File: config.mk
export PLATFORM = sky130hd
export DESIGN_NAME = adc_cycle_seq
export DESIGN_NICKNAME = d
export VERILOG_FILES = /design/src/rtl/adc_seq_pkg.sv /design/src/rtl/adc_seq_clkdiv.sv /design/src/rtl/adc_seq_fsm.sv /design/src/rtl/adc_seq_capture.sv /design/src/rtl/adc_cycle_seq.sv
export SDC_FILE = /design/constraint.sdc
export NUM_CORES = 1
export LEC_CHECK = 0
export BUFFER_PORTS_ARGS = -buffer_cell sky130_fd_sc_hd__buf_2
export CORE_ASPECT_RATIO = 1.4
export CORE_MARGIN = 2
export CORE_UTILIZATION = 40
export DETAILED_ROUTE_END_ITERATION = 10
export MAX_ROUTING_LAYER = met4
export PLACE_DENSITY_LB_ADDON = 0.08
export SLEW_MARGIN = 20
export SYNTH_ARGS = -nofsm -noshare
export SYNTH_HDL_FRONTEND = slang
export SYNTH_SLANG_ARGS = --single-unit
File: constraint.sdc
create_clock -name clk -period 1.78 [get_ports clk]
set_input_delay 0.089 -clock clk [delete_from_list [all_inputs] [get_ports clk]]
set_output_delay 0.089 -clock clk [all_outputs]
set_load 0.005 [all_outputs]
File: src/rtl/adc_seq_pkg.sv
package adc_seq_pkg;

    typedef enum logic [2:0] {
        ST_IDLE = 3'd0,
        ST_HOLD = 3'd1,
        ST_WAIT = 3'd2,
        ST_RDLO = 3'd3,
        ST_RDHI = 3'd4
    } seq_state_t;

endpackage

File: src/rtl/adc_seq_clkdiv.sv
module adc_seq_clkdiv #(
    parameter int DIV = 10
) (
    input  logic clk,
    input  logic rst_n,
    output logic adc_clk,
    output logic step
);
    localparam int CW   = (DIV > 1) ? $clog2(DIV) : 1;
    localparam int HALF = DIV / 2;

    logic [CW-1:0] cnt_q;
    logic [CW-1:0] cnt_nxt;
    logic          clk_q;

    always_comb begin
        if (cnt_q == CW'(DIV - 1)) begin
            cnt_nxt = '0;
        end else begin
            cnt_nxt = cnt_q + 1'b1;
        end
    end

    always_ff @(posedge clk) begin
        if (!rst_n) begin
            cnt_q <= '0;
            clk_q <= 1'b1;
        end else begin
            cnt_q <= cnt_nxt;
            clk_q <= (cnt_nxt < CW'(HALF));
        end
    end

    assign step    = (cnt_q == CW'(DIV - 1));
    assign adc_clk = clk_q;


    step_rise_chk: assert property (@(posedge clk) disable iff (!rst_n)
        step |=> adc_clk);

endmodule

File: src/rtl/adc_seq_fsm.sv
module adc_seq_fsm
    import adc_seq_pkg::*;
#(
    parameter int NUM_CH = 6,
    parameter int GROUPS = 3,
    parameter int RD_LOW = 1
) (
    input  logic              clk,
    input  logic              rst_n,
    input  logic              step,
    input  logic              en,
    input  logic              rate_tick,
    input  logic              eoc_n,
    output logic [GROUPS-1:0] hold_n,
    output logic              cs_n,
    output logic              rd_n,
    output logic              capture,
    output logic              overrun
);
    localparam int CH_W = (NUM_CH > 1) ? $clog2(NUM_CH) : 1;
    localparam int LO_W = (RD_LOW > 1) ? $clog2(RD_LOW) : 1;
    localparam logic [CH_W-1:0] LAST_CH = CH_W'(NUM_CH - 1);
    localparam logic [LO_W-1:0] LAST_LO = LO_W'(RD_LOW - 1);

    seq_state_t      state_q;
    seq_state_t      state_nxt;
    logic [CH_W-1:0] ch_q;
    logic [LO_W-1:0] lo_q;
    logic            pend_q;
    logic            ovr_q;
    logic            cs_q;
    logic            rd_q;

    // next-state decision
    always_comb begin
        state_nxt = state_q;
        unique case (state_q)
            ST_IDLE: if (step && pend_q && en)          state_nxt = ST_HOLD;
            ST_HOLD: if (step)                          state_nxt = ST_WAIT;
            ST_WAIT: if (step && !eoc_n)                state_nxt = ST_RDLO;
            ST_RDLO: if (step && lo_q == LAST_LO)       state_nxt = ST_RDHI;
            ST_RDHI: if (step) state_nxt = (ch_q == LAST_CH) ? ST_IDLE : ST_RDLO;
            default:                                    state_nxt = ST_IDLE;
        endcase
    end

    // state register and counters
    always_ff @(posedge clk) begin
        if (!rst_n) begin
            state_q <= ST_IDLE;
            ch_q    <= '0;
            lo_q    <= '0;
            pend_q  <= 1'b0;
            ovr_q   <= 1'b0;
        end else begin
            state_q <= state_nxt;
            if (state_q == ST_RDLO && step) begin
                lo_q <= (lo_q == LAST_LO) ? '0 : lo_q + 1'b1;
            end
            if (state_q == ST_RDHI && step) begin
                ch_q <= (ch_q == LAST_CH) ? '0 : ch_q + 1'b1;
            end
            if (rate_tick && en && state_q != ST_IDLE) begin
                ovr_q <= 1'b1;
            end
            if (!en || (state_q == ST_IDLE && state_nxt != ST_IDLE)) begin
                pend_q <= 1'b0;
            end else if (rate_tick && state_q == ST_IDLE) begin
                pend_q <= 1'b1;
            end
        end
    end

    // registered outputs, derived from the next state
    always_ff @(posedge clk) begin
        if (!rst_n) begin
            cs_q <= 1'b1;
            rd_q <= 1'b1;
        end else begin
            cs_q <= !(state_nxt == ST_RDLO || state_nxt == ST_RDHI);
            rd_q <= (state_nxt != ST_RDLO);
        end
    end

    for (genvar g = 0; g < GROUPS; g++) begin : g_hold
        logic hq;
        always_ff @(posedge clk) begin
            if (!rst_n) begin
                hq <= 1'b1;
            end else begin
                hq <= (state_nxt != ST_HOLD);
            end
        end
        assign hold_n[g] = hq;
    end

    assign cs_n    = cs_q;
    assign rd_n    = rd_q;
    assign overrun = ovr_q;
    assign capture = (state_q == ST_RDLO) && (state_nxt == ST_RDHI);


    hold_after_tick_chk: assert property (@(posedge clk) disable iff (!rst_n)
        $fell(hold_n[0]) |-> $past(pend_q));


    overrun_sticky_chk: assert property (@(posedge clk) disable iff (!rst_n)
        overrun |=> overrun);


    read_entry_chk: assert property (@(posedge clk) disable iff (!rst_n)
        (state_q == ST_RDLO && $past(state_q) != ST_RDLO)
            |-> ($past(state_q) == ST_WAIT || $past(state_q) == ST_RDHI));

endmodule

File: src/rtl/adc_seq_capture.sv
module adc_seq_capture #(
    parameter int DW = 16
) (
    input  logic          clk,
    input  logic          rst_n,
    input  logic          capture,
    input  logic [DW-1:0] adc_data,
    output logic          out_valid,
    output logic [DW-1:0] out_data
);
    logic          vld_q;
    logic [DW-1:0] dat_q;

    always_ff @(posedge clk) begin
        if (!rst_n) begin
            vld_q <= 1'b0;
            dat_q <= '0;
        end else begin
            vld_q <= capture;
            if (capture) begin
                dat_q <= adc_data;
            end
        end
    end

    assign out_valid = vld_q;
    assign out_data  = dat_q;


    valid_single_chk: assert property (@(posedge clk) disable iff (!rst_n)
        out_valid |=> !out_valid);

endmodule

File: src/rtl/adc_cycle_seq.sv
module adc_cycle_seq #(
    parameter int          DIV       = 10,
    parameter int          NUM_CH    = 6,
    parameter int          GROUPS    = 3,
    parameter int          DW        = 16,
    parameter int          RD_LOW    = 1,
    parameter int          ADDR_W    = 3,
    parameter logic [2:0]  MODE_ADDR = 3'b110
) (
    input  logic              clk,
    input  logic              rst_n,
    input  logic              en,
    input  logic              rate_tick,
    output logic              adc_clk,
    output logic [GROUPS-1:0] hold_n,
    output logic              cs_n,
    output logic              rd_n,
    output logic [ADDR_W-1:0] addr,
    input  logic              eoc_n,
    input  logic [DW-1:0]     adc_data,
    output logic              out_valid,
    output logic [DW-1:0]     out_data,
    output logic              overrun
);
    logic step;
    logic capture;

    adc_seq_clkdiv #(.DIV(DIV)) u_div (
        .clk     (clk),
        .rst_n   (rst_n),
        .adc_clk (adc_clk),
        .step    (step)
    );

    adc_seq_fsm #(
        .NUM_CH (NUM_CH),
        .GROUPS (GROUPS),
        .RD_LOW (RD_LOW)
    ) u_fsm (
        .clk       (clk),
        .rst_n     (rst_n),
        .step      (step),
        .en        (en),
        .rate_tick (rate_tick),
        .eoc_n     (eoc_n),
        .hold_n    (hold_n),
        .cs_n      (cs_n),
        .rd_n      (rd_n),
        .capture   (capture),
        .overrun   (overrun)
    );

    adc_seq_capture #(.DW(DW)) u_cap (
        .clk       (clk),
        .rst_n     (rst_n),
        .capture   (capture),
        .adc_data  (adc_data),
        .out_valid (out_valid),
        .out_data  (out_data)
    );

    assign addr = ADDR_W'(MODE_ADDR);


    rd_needs_cs_chk: assert property (@(posedge clk) disable iff (!rst_n)
        !rd_n |-> !cs_n);


    rd_rise_valid_chk: assert property (@(posedge clk) disable iff (!rst_n)
        $rose(rd_n) |-> out_valid);

endmodule

Yosys cells after proc, flatten, opt, wreduce, memory -nomap -nowiden
Cells that the tools add are included.
{"block": "totals", "ff_bits": 34, "wordCells": 58}
{"block": "op_classes", "n_addsub": 3, "n_lt_le_gt_ge": 1, "eq_ne": 10, "n_mux": 10, "n_bitwise": 2, "n_reduce_logical": 20}
{"operator": "$mux W3", "count": 6}
{"operator": "$pmux W3 S5", "count": 1}
{"operator": "$logic_and A1 B1 Y1", "count": 11}
{"operator": "$eq A3 B2 Y1 const B", "count": 3}
{"operator": "$eq A3 B3 Y1 const B", "count": 3}
{"operator": "$reduce_bool A3 Y1", "count": 2}
{"operator": "$add A4 B1 Y4 const B", "count": 1}
{"operator": "$eq A4 B4 Y1 const B", "count": 1}
{"operator": "$lt A4 B3 Y1 const B", "count": 1}
{"operator": "$mux W4", "count": 1}
{"operator": "$add A3 B1 Y3 const B", "count": 1}
{"operator": "$eq A3 B1 Y1 const B", "count": 1}
{"operator": "$logic_not A1 Y1", "count": 3}
{"operator": "$logic_not A3 Y1", "count": 1}
{"operator": "$ne A3 B1 Y1 const B", "count": 1}
{"operator": "$ne A3 B2 Y1 const B", "count": 1}
{"operator": "$logic_or A1 B1 Y1", "count": 2}
{"operator": "$mux W2", "count": 1}
{"operator": "$not A1 Y1", "count": 2}
{"operator": "$reduce_or A2 Y1", "count": 1}
{"operator": "$add A1 B1 Y1 const B", "count": 1}
{"operator": "$mux W1", "count": 1}

Longest topological paths before layout
{"block": "depth", "word_depth": 9, "depth_mapped": 7, "depth_no_buf": 4}

By module
From an unflattened synthesis, not the netlist that was laid out.
{"block": "unflattened", "cells_unflattened": 139, "hier_area_um2": 1402.6}
{"mod": "adc_seq_capture", "instances": 1, "cells_each": 53, "area_each_um2": 643.1, "seq_area_each_um2": 340.3}
{"mod": "adc_seq_fsm", "instances": 1, "cells_each": 56, "area_each_um2": 510.5, "seq_area_each_um2": 220.2}
{"mod": "adc_seq_clkdiv", "instances": 1, "cells_each": 25, "area_each_um2": 219.0, "seq_area_each_um2": 100.1}
{"mod": "adc_cycle_seq", "instances": 1, "cells_each": 5, "area_each_um2": 30.0, "seq_area_each_um2": 0.0}

Worst setup path before layout
OpenSTA, ideal clock, no wires.
{"block": "synth_path", "path_kind": "reg2reg", "startpoint": "register u_div.cnt_q[2]", "endpoint": "register u_fsm.ch_q[2]", "setup_time_ns": 0.070, "arrival_ns": 1.410, "required_time_ns": 1.710, "slack_ns": 0.300, "stages_incl_launch_ff": 7, "path_buffers": 2, "synth_period_minus_slack_ns": 1.480, "path_cell_list": "dfxtp_1 > buf_4 > and4bb_1 > buf_4 > nand3_2 > or3b_1 > a21boi_1"}
{"block": "synth_between", "elab_chain_cells": 2}
{"element": "from (decl)", "line": "adc_seq_clkdiv.sv:12", "text": "logic [CW-1:0] cnt_q;"}
{"element": "from (signal assigned)", "line": "adc_seq_clkdiv.sv:29", "text": "cnt_q <= cnt_nxt;"}
{"element": "$eq A4 B4 Y1", "line": "adc_seq_clkdiv.sv:34", "text": "assign step = (cnt_q == CW'(DIV - 1));"}
{"element": "$logic_and A1 B1 Y1", "line": "adc_seq_fsm.sv:60", "text": "if (state_q == ST_RDHI && step) begin"}
{"element": "to (signal assigned)", "line": "adc_seq_fsm.sv:61", "text": "ch_q <= (ch_q == LAST_CH) ? '0 : ch_q + 1'b1;"}
{"element": "to (decl)", "line": "adc_seq_fsm.sv:27", "text": "logic [CH_W-1:0] ch_q;"}
Every way passes these cells.
A chain may end at the register's enable or synchronous reset.

Final worst setup path
{"block": "layout_path", "startpoint": "register u_div.cnt_q[0]", "endpoint": "register u_fsm.ch_q[2]"}
The elaborated chain is that of the path after synthesis.

==> impl_metrics.toml <==
[floorplanning]
start_util = 0.413
die_y_um = 73.6
dieWidth_um = 53.7
rows = 25
ios = 48
die_area_um2 = 3950
core_um2 = 3350

[job]
cap_viol_max_count = 0

[synthesis]
synth_simple_gate_area_frac = 0.252
synth_mux_area_frac = 0.00724
synth_area_leaders = "dfxtp_1, nand2_1, a21boi_0"
yosysTopAreaCellShare = 0.478
syn_area_um2 = 1380
seq_area_frac_synth = 0.478
ys_ff_latch = 33
ys_warn_count = 0
synth_top_family_by_area = "simple AND/OR/NAND/NOR gates"
synth_cell_types = 33
synthAdderAreaFrac = 0
synth_cells = 160
synth_xor_area_frac = 0.0127
yosys.area.top_type = "dfxtp_1"
synth-compound-area-share = 0.175
syn_area_per_cell_um2 = 8.64
synth_edf_count = 0
synth-async-reset-ratio = 0
synthFlopType = "dfxtp_1"

[sta]
skew_ps = 5.26
timing.final.crit_share = 0.900
rsz0062_at_grt = "false"
slew_violations = 0
setup_ws_ps = 178
setup_tns_ps = 0
post-route-min-period_ps = 1600
hold_violations = 0
setup_viol = 0
timing.fmax_mhz = 624

[clocking]
path_clk_slew_ps = 70
cts_tree = "yes"
clk_latency_ps = 280
clockBufferDepth = 2
root_buffer = "clkbuf_8"
cts_sinks = 33
cts_made_buffers = 5
htreeDepth = 2
cts_setup_buffers = 0

[critical_path]
r2r-end = "u_fsm.ch_q[2]"
r2r_setup_slack_ps = 180
rr_worst_depth = 4
crit_fanout = 11
timing.rr.start = "u_div.cnt_q[0]"
startpoint_type = "flop"
critPathKind = "reg -> reg"
worst-endpoint-arrival_ps = 1810
cp-end-kind = "flop"
worstPathRequired_ps = 1990

[global_routing]
grt_pass1_vias = 1054
grt_use_total = 0.157
grt_max_degree = 29
overflow = 0
grt_pass1_wl_um = 4380
antenna_found_initial = 0

[layout]
antenna_cells = 0
area_growth_pct = 23.0
drive_above_1_share = 0.289
fill_cells = 340
fin_nets = 221

[worst_hold_path]
min_path_type = "in -> reg"
worstHoldStart = "rst_n"
worstHoldPathCells = 2
hold_path_end = "u_fsm.state_q[1]"

[power]
power.leakage_uw = 0.000707
irDropWorstVdd_mv = 0.537
p_per_area_nw_per_um2 = 835

[routing]
avgRoutedWirePerCell_um = 11.3
drc = 0
drtIter0Drc = 8
via_per_inst = 4.82
ant_nets = 0
drt_pass1_iterations = 2
num_vias = 1162
drt_wl_total_um = 2730

[placement]
io_buffers = 44
detailed_place_hpwl_um = 2000
post-place-ws_ps = 120
place_congestion = 0.752

[outcome]
status = "finished clean"
==> synth_stat cells, types with 2 or more instances <==
cell,n
nand2_1,44
a211o_1,2
nor3_1,2
nor2_1,2
nand3_1,3
xnor2_1,2
a21oi_1,2
dfxtp_1,33
and2_1,5
o211ai_1,2
a21boi_0,16
a21boi_1,3
clkbuf_1,4
nor2b_1,3
nand2b_1,4
o21ai_0,5
conb_1,2
buf_4,9
buf_2,2
and3_1,2
==> cells in the final DEF, fill, tap and decap left out, types with 4 or more instances in the layout <==
cell type  count
nand2_1       44
buf_2         44
dfxtp_1       33
a21boi_0      16
clkbuf_8       7
and2_1         5
o21ai_0        5
nand2b_1       4
==> stage by stage <==
step                total power, uW  cell area, um2  hold WS [ps]   util  cells
floorplan                       804            1390           216      -    161
global placement                826            1600           333  0.478    233
detailed placement              829            1600           343  0.478    233
CTS                            1440            1700          42.6  0.508    241
global route                   1480            1700          46.1  0.508    241
finish                         1420            1700          42.8  0.508    241
==> critical path, cell delays in order, from the launching register on <==
cell and delay [ps]:
dfxtp_1 450, and4bb_2 400, nand3_2 130, or3b_1 380, a21boi_1 160
==> state kept, by name, summed over array words and instances, names as in the netlist <==
name,count
u_cap.out_data,16
u_cap.out_valid,1
u_div.adc_clk,1
u_div.cnt_q,4
u_fsm.ch_q,3
u_fsm.cs_n,1
u_fsm.g_hold.hq,1
u_fsm.overrun,1
u_fsm.pend_q,1
u_fsm.rd_n,1
u_fsm.state_q,3
==> cell type report <==
class,instances,area (um2),share of cell area
multi-input cells,112,629,0.370
clock buffers,7,96.3,0.0567
inverters,1,3.75,0.00221
flip-flops and latches,33,661,0.389
well taps,40,50.0,0.0294
clock inverters,1,5.00,0.00294
repair buffers,47,255,0.150
==> worst max-delay path by stage <==
stage / startpoint / to / slack (ps)
6_report: u_div.cnt_q[0] / u_fsm.ch_q[2] / 180
5_1_grt: u_div.cnt_q[0] / u_cap.out_data[5] / 30
4_1_cts: u_div.cnt_q[0] / u_fsm.ch_q[2] / 100
3_5_place_dp: u_div.cnt_q[0] / u_fsm.ch_q[2] / 120
3_3_place_gp: u_div.cnt_q[0] / u_fsm.ch_q[2] / 200
2_1_floorplan: u_div.cnt_q[2] / u_fsm.ch_q[2] / 300
==> metal layers <==
metal	up-vias	share of wire	global-route usage	wire (um)
met3	8	0.055	0.0488	151
met1	525	0.43	0.163	1160
li1	601	-	-	-
met5	-	0	-	0
met4	0	0.018	0.0684	48
met2	28	0.50	0.266	1370
==> logic make-up after synthesis <==
kind of cell           Yosys count
AO/OA/AOI/OAI                   34
other                            2
AND/OR/NAND/NOR                 72
XOR/XNOR                         2
buffers and inverters           16
multiplexers                     1
flip-flops                      33
==> where the power goes <==
| part | total (uW) | switching (uW) | internal [uW] |
|---|---|---|---|
| combinational | 56.7 | 23.1 | 33.6 |
| sequential | 754 | 9.44 | 745 |
| clock | 608 | 259 | 349 |
==> what timing repair did <==
action                                  4_1_cts  5_1_grt
endpoints found under the setup margin        0       15
hold buffers                                  0        0
gates resized for setup                       0        1
Power figures use the tool's default switching activity.
